**config.mk**
```make
export PLATFORM = sky130hd
export DESIGN_NAME = err_status_unit
export DESIGN_NICKNAME = d
export VERILOG_FILES = /design/src/rtl/err_stat_pkg.sv /design/src/rtl/err_stat_ctrl.sv /design/src/rtl/err_stat_dp.sv /design/src/rtl/err_status_unit.sv
export SDC_FILE = /design/constraint.sdc
export NUM_CORES = 1
export LEC_CHECK = 0
export CORE_UTILIZATION = 45
export DETAILED_ROUTE_END_ITERATION = 10
export DONT_BUFFER_PORTS = 1
export GPL_TIMING_DRIVEN = 0
export PLACE_DENSITY = 0.58
export SYNTH_ARGS = -nofsm -noshare
export SYNTH_HDL_FRONTEND = slang
export SYNTH_SLANG_ARGS = --single-unit
```
**constraint.sdc**
```tcl
create_clock -name clk -period 2.3 [get_ports clk]
set_input_delay 0 -clock clk [delete_from_list [all_inputs] [get_ports clk]]
set_output_delay 0 -clock clk [all_outputs]
set_load 0.02 [all_outputs]
```
**src/rtl/err_stat_pkg.sv**
```systemverilog
package err_stat_pkg;
  localparam int WORD_W = 16;
  // positions that capture event pulses and are cleared by a status read
  localparam logic [WORD_W-1:0] LATCH_BITS = 16'h3FD5;
  // positions that mirror live levels
  localparam logic [WORD_W-1:0] LIVE_BITS  = 16'hC022;

  typedef struct packed {
    logic clrLatched;
    logic rearm;
    logic loadMask;
  } strobe_t;
endpackage

```
**src/rtl/err_stat_ctrl.sv**
```systemverilog
module err_stat_ctrl
  import err_stat_pkg::*;
(
  input  logic    clk,
  input  logic    rst_n,
  input  logic    rdEn,
  input  logic    wrEn,
  input  logic    regSel,
  input  logic    errIntEn,
  input  logic    pending,
  output strobe_t strb,
  output logic    irqReq
);
  logic armed;
  logic fire;

  always_comb begin
    strb.clrLatched = rdEn && !regSel;
    strb.rearm      = wrEn && !regSel;
    strb.loadMask   = wrEn && regSel;
  end

  assign fire = armed && errIntEn && pending;

  always_ff @(posedge clk) begin
    if (!rst_n) begin
      armed  <= 1'b1;
      irqReq <= 1'b0;
    end else begin
      irqReq <= fire;
      if (strb.rearm)  armed <= 1'b1;
      else if (fire)   armed <= 1'b0;
    end
  end
endmodule

```
**src/rtl/err_stat_dp.sv**
```systemverilog
module err_stat_dp
  import err_stat_pkg::*;
#(
  parameter int W = WORD_W
)(
  input  logic         clk,
  input  logic         rst_n,
  input  strobe_t      strb,
  input  logic         regSel,
  input  logic [W-1:0] evtIn,
  input  logic [W-1:0] liveIn,
  input  logic [W-1:0] wrData,
  output logic [W-1:0] statusWord,
  output logic [W-1:0] maskWord,
  output logic [W-1:0] rdData,
  output logic         pending
);
  localparam logic [W-1:0] LATCH_M = W'(LATCH_BITS);
  localparam logic [W-1:0] LIVE_M  = W'(LIVE_BITS);

  logic [W-1:0] latched;
  logic [W-1:0] keepBits;

  // a clearing read drops old bits, but events of the same cycle still land
  assign keepBits = strb.clrLatched ? '0 : latched;

  always_ff @(posedge clk) begin
    if (!rst_n) begin
      latched  <= '0;
      maskWord <= '0;
    end else begin
      latched <= (keepBits | evtIn) & LATCH_M;
      if (strb.loadMask) maskWord <= wrData;
    end
  end

  assign statusWord = latched | (liveIn & LIVE_M);
  assign pending    = |(statusWord & maskWord);
  assign rdData     = regSel ? maskWord : statusWord;
endmodule

```
**src/rtl/err_status_unit.sv**
```systemverilog
module err_status_unit
  import err_stat_pkg::*;
(
  input  logic        clk,
  input  logic        rst_n,
  input  logic [15:0] evtIn,
  input  logic [15:0] liveIn,
  input  logic        errIntEn,
  input  logic        regSel,
  input  logic        rdEn,
  input  logic        wrEn,
  input  logic [15:0] wrData,
  output logic [15:0] rdData,
  output logic        irqReq
);
  strobe_t     strb;
  logic        pending;
  logic [15:0] statusWord;
  logic [15:0] maskWord;

  err_stat_ctrl u_ctrl (
    .clk(clk), .rst_n(rst_n), .rdEn(rdEn), .wrEn(wrEn), .regSel(regSel),
    .errIntEn(errIntEn), .pending(pending), .strb(strb), .irqReq(irqReq)
  );

  err_stat_dp #(.W(WORD_W)) u_dp (
    .clk(clk), .rst_n(rst_n), .strb(strb), .regSel(regSel), .evtIn(evtIn),
    .liveIn(liveIn), .wrData(wrData), .statusWord(statusWord),
    .maskWord(maskWord), .rdData(rdData), .pending(pending)
  );
endmodule

```
==> results_dict.tcl <==
set metrics [dict create \
    gp_congestion 0.7556 \
    cts_root_buf "clkbuf_4" \
    dieWidth_um 55.44 \
    antenna_cells_inserted 0 \
    totalNegativeSetupSlack_ns 0 \
    timing.hold.worst.class "in -> reg" \
    cts.sinks 29 \
    drc 0 \
    clock_skew_ns 0.002185 \
    drv.max_cap_violation_count 0 \
    most-common-layout-cells "dlygate4sd3_1 (37), nand2_1 (33), dfxtp_1 (29)" \
    post_cts.repair.setup_buffers 0 \
    grt_first_pass_wirelength_mm 5.119 \
    boundaryPins 71 \
    powerDensity_mw_per_mm2 585.2 \
    maximum_number_of_pins_on_one_net_before_global_route_repair 11 \
    tritoncts "built" \
    global_route.overflow_total 0 \
    drt-wirelength-per-cell_um 14.39 \
    antenna_violating_nets_post_route 0 \
    setup-violations-final 0 \
    power.leakage_nw 0.7093 \
    crit_slowest_cell "dlygate4sd3_1" \
    post-route-period-util_pct 52.50 \
    reg2reg_from "u_dp.maskWord[6]$_SDFFE_PN0P_" \
    synth-seq-area-share_pct 45.18 \
    grt_usage_pct 21.84 \
    relSlewSlack_pct 72.95 \
    yosys_warnings 0 \
    crit_type "reg -> reg" \
    maxClockFrequency_mhz 828.2 \
    regToRegSetupSlack_ns 1.09 \
    timing.critical_path.cells "nand2_1 -> a21boi_1 -> dlygate4sd3_1" \
    hold_end "u_dp.maskWord[8]$_SDFFE_PN0P_" \
    endpoint_kind "flip-flop" \
    final.hold.worst_slack_ns 0.01477 \
    rr_endpoint "u_dp.maskWord[6]$_SDFFE_PN0P_" \
    core.rowCount 19 \
    worst-path-max-fanout 3 \
    start_util_pct 47.00 \
    worstSkewPairLatency_ns 0.32 \
    cts_max_path_buffers 2 \
    setup_repair_after_global_routing_missed_its_margin "false" \
    hold_viol_final 0 \
    core_region_area_mm2 0.002734 \
    critical_path_required_ns 2.56 \
    layout_commonest_cell "dlygate4sd3_1" \
    initialDrtViolationCount 20 \
    grt_antenna_before_repair 0 \
    worst_setup_hold_path_clk_slew_ns 0.09 \
    detail_route.first_pass.iterations 4 \
    finalMaxSlewViolations 0 \
    worstHoldPathCells 2 \
    worst_setup_path_start_kind "flip-flop" \
    synth.lib_cells_used.distinct 22 \
    cts_inserted_buffers 5 \
    drive_above_1_share_pct 11.23 \
    finalWirelength_mm 3.137 \
    floorplan.die_area_mm2 0.003073 \
    max_rail_drop_vdd_v 0.0004962 \
    die_height_um 55.44 \
    syn_to_final_growth_pct 35.64 \
    syn-cell-area_mm2 0.001285 \
    fin_util_pct 63.75 \
    drt-vias-per-instance 5.294 \
    dp.final_hpwl_mm 2.061 \
    postSynthCellCount 142 \
    reg2reg_depth 3 \
    hold_start "rst_n" \
    final_nets 240 \
    buffer_ports.inserted 0 \
    number_of_global_route_vias_before_repair 1180 \
    worst_pin_slew_ns 0.4057 \
    vias 1154 \
    min_period_ns 1.207 \
    outcome "completed" \
    cts_max_level 2 \
    max_stage_delay_ns 0.58 \
    synthesis.area_per_instance_um2 9.049 \
    synth_seq_cells 29 \
    synthesis.nets 196 \
    cp.arrival_ns 1.47 \
]
what timing repair did:
item | CTS | global route
hold buffers | 37 | 0
gates resized for setup | 0 | 0
hold endpoints to repair | 29 | 0
state kept, by name, indices dropped and copies added (netlist names):
register	count
u_ctrl.armed	1
u_ctrl.irqReq	1
u_dp.latched	11
u_dp.maskWord	16
cells by family (layout without fill, tap and decap cells):
group           Yosys count  after routing  synth area share, %
flops                    29             29                45.18
buf+inv                  10             55                3.991
mux                      15             15                13.15
simple gates             51             51                18.11
compound gates           37             37                19.57
metal layers:
metal	vias up	global-route usage [%]	wire [um]
li1	571	-	-
met1	538	24.59	1365
met2	37	35.80	1502
met3	8	7.963	214
met4	0	11.79	56
met5	-	0	0
synth_stat cells (all sizes together):
library cell	count	area, um^2
nand2	34	130.1
dfxtp	29	580.6
a21boi	16	120.1
mux2	15	168.9
a21oi	11	55.05
nor2b	11	68.82
buf	7	40.03
a22oi	6	45.04
and2	2	12.51
clkbuf	2	7.510
o21ai	2	13.76
a21o	1	7.510
a222oi	1	10.01
inv	1	3.750
nand2b	1	6.260
nand3	1	5.000
nand4	1	6.260
nor2	1	3.750
power by group:
group | switching (mW) | total (mW) | internal, mW
clock | 0.163 | 0.284 | 0.122
combinational | 0.0895 | 0.182 | 0.0928
sequential | 0.0221 | 0.553 | 0.531
total | 0.274 | 1.02 | 0.746
worst max-delay path by stage:
stage / start / end / cells past startpoint
floorplan: u_dp.latched[10]$_SDFF_PN0_ / u_ctrl.armed$_SDFFE_PP1P_ / 4
finish: u_dp.maskWord[6]$_SDFFE_PN0P_ / u_dp.maskWord[6]$_SDFFE_PN0P_ / 3
global route: u_dp.maskWord[7]$_SDFFE_PN0P_ / u_dp.maskWord[7]$_SDFFE_PN0P_ / 3
global placement: u_dp.latched[10]$_SDFF_PN0_ / u_ctrl.irqReq$_SDFF_PN0_ / 4
CTS: u_dp.latched[10]$_SDFF_PN0_ / u_ctrl.armed$_SDFFE_PP1P_ / 4
detailed placement: u_dp.latched[10]$_SDFF_PN0_ / u_ctrl.irqReq$_SDFF_PN0_ / 4
area by class of cell:
cell class                 instances  area [um^2]
fill                             264        991.0
multi-input combinational        103        653.1
sequential                        29        580.6
timing repair buffer              37        370.4
clock buffer                       8        48.80
buffer                             9        47.55
tap                               31        38.79
inverter                           1        3.754
metrics by stage:
step                      setup WS, ns  total power, mW  area (um^2)  cells
after floorplan                  1.282           0.6724         1285    142
after global placement           1.120           0.6933         1324    173
after detailed placement         1.151           0.6978         1324    173
after CTS                        1.134            1.028         1743    218
after global routing             1.028            1.076         1743    218
final                            1.093            1.020         1743    218
worst max-delay path: cells and delay by family (launching register included):
kind | cells | cell delay, ns
AOI/OAI and AO/OA | 1 | 0.16
and+or+nand+nor | 1 | 0.05
DFF | 1 | 0.36
buffers and inverters | 1 | 0.58
No activity file was read; power rests on OpenSTA's default activity.
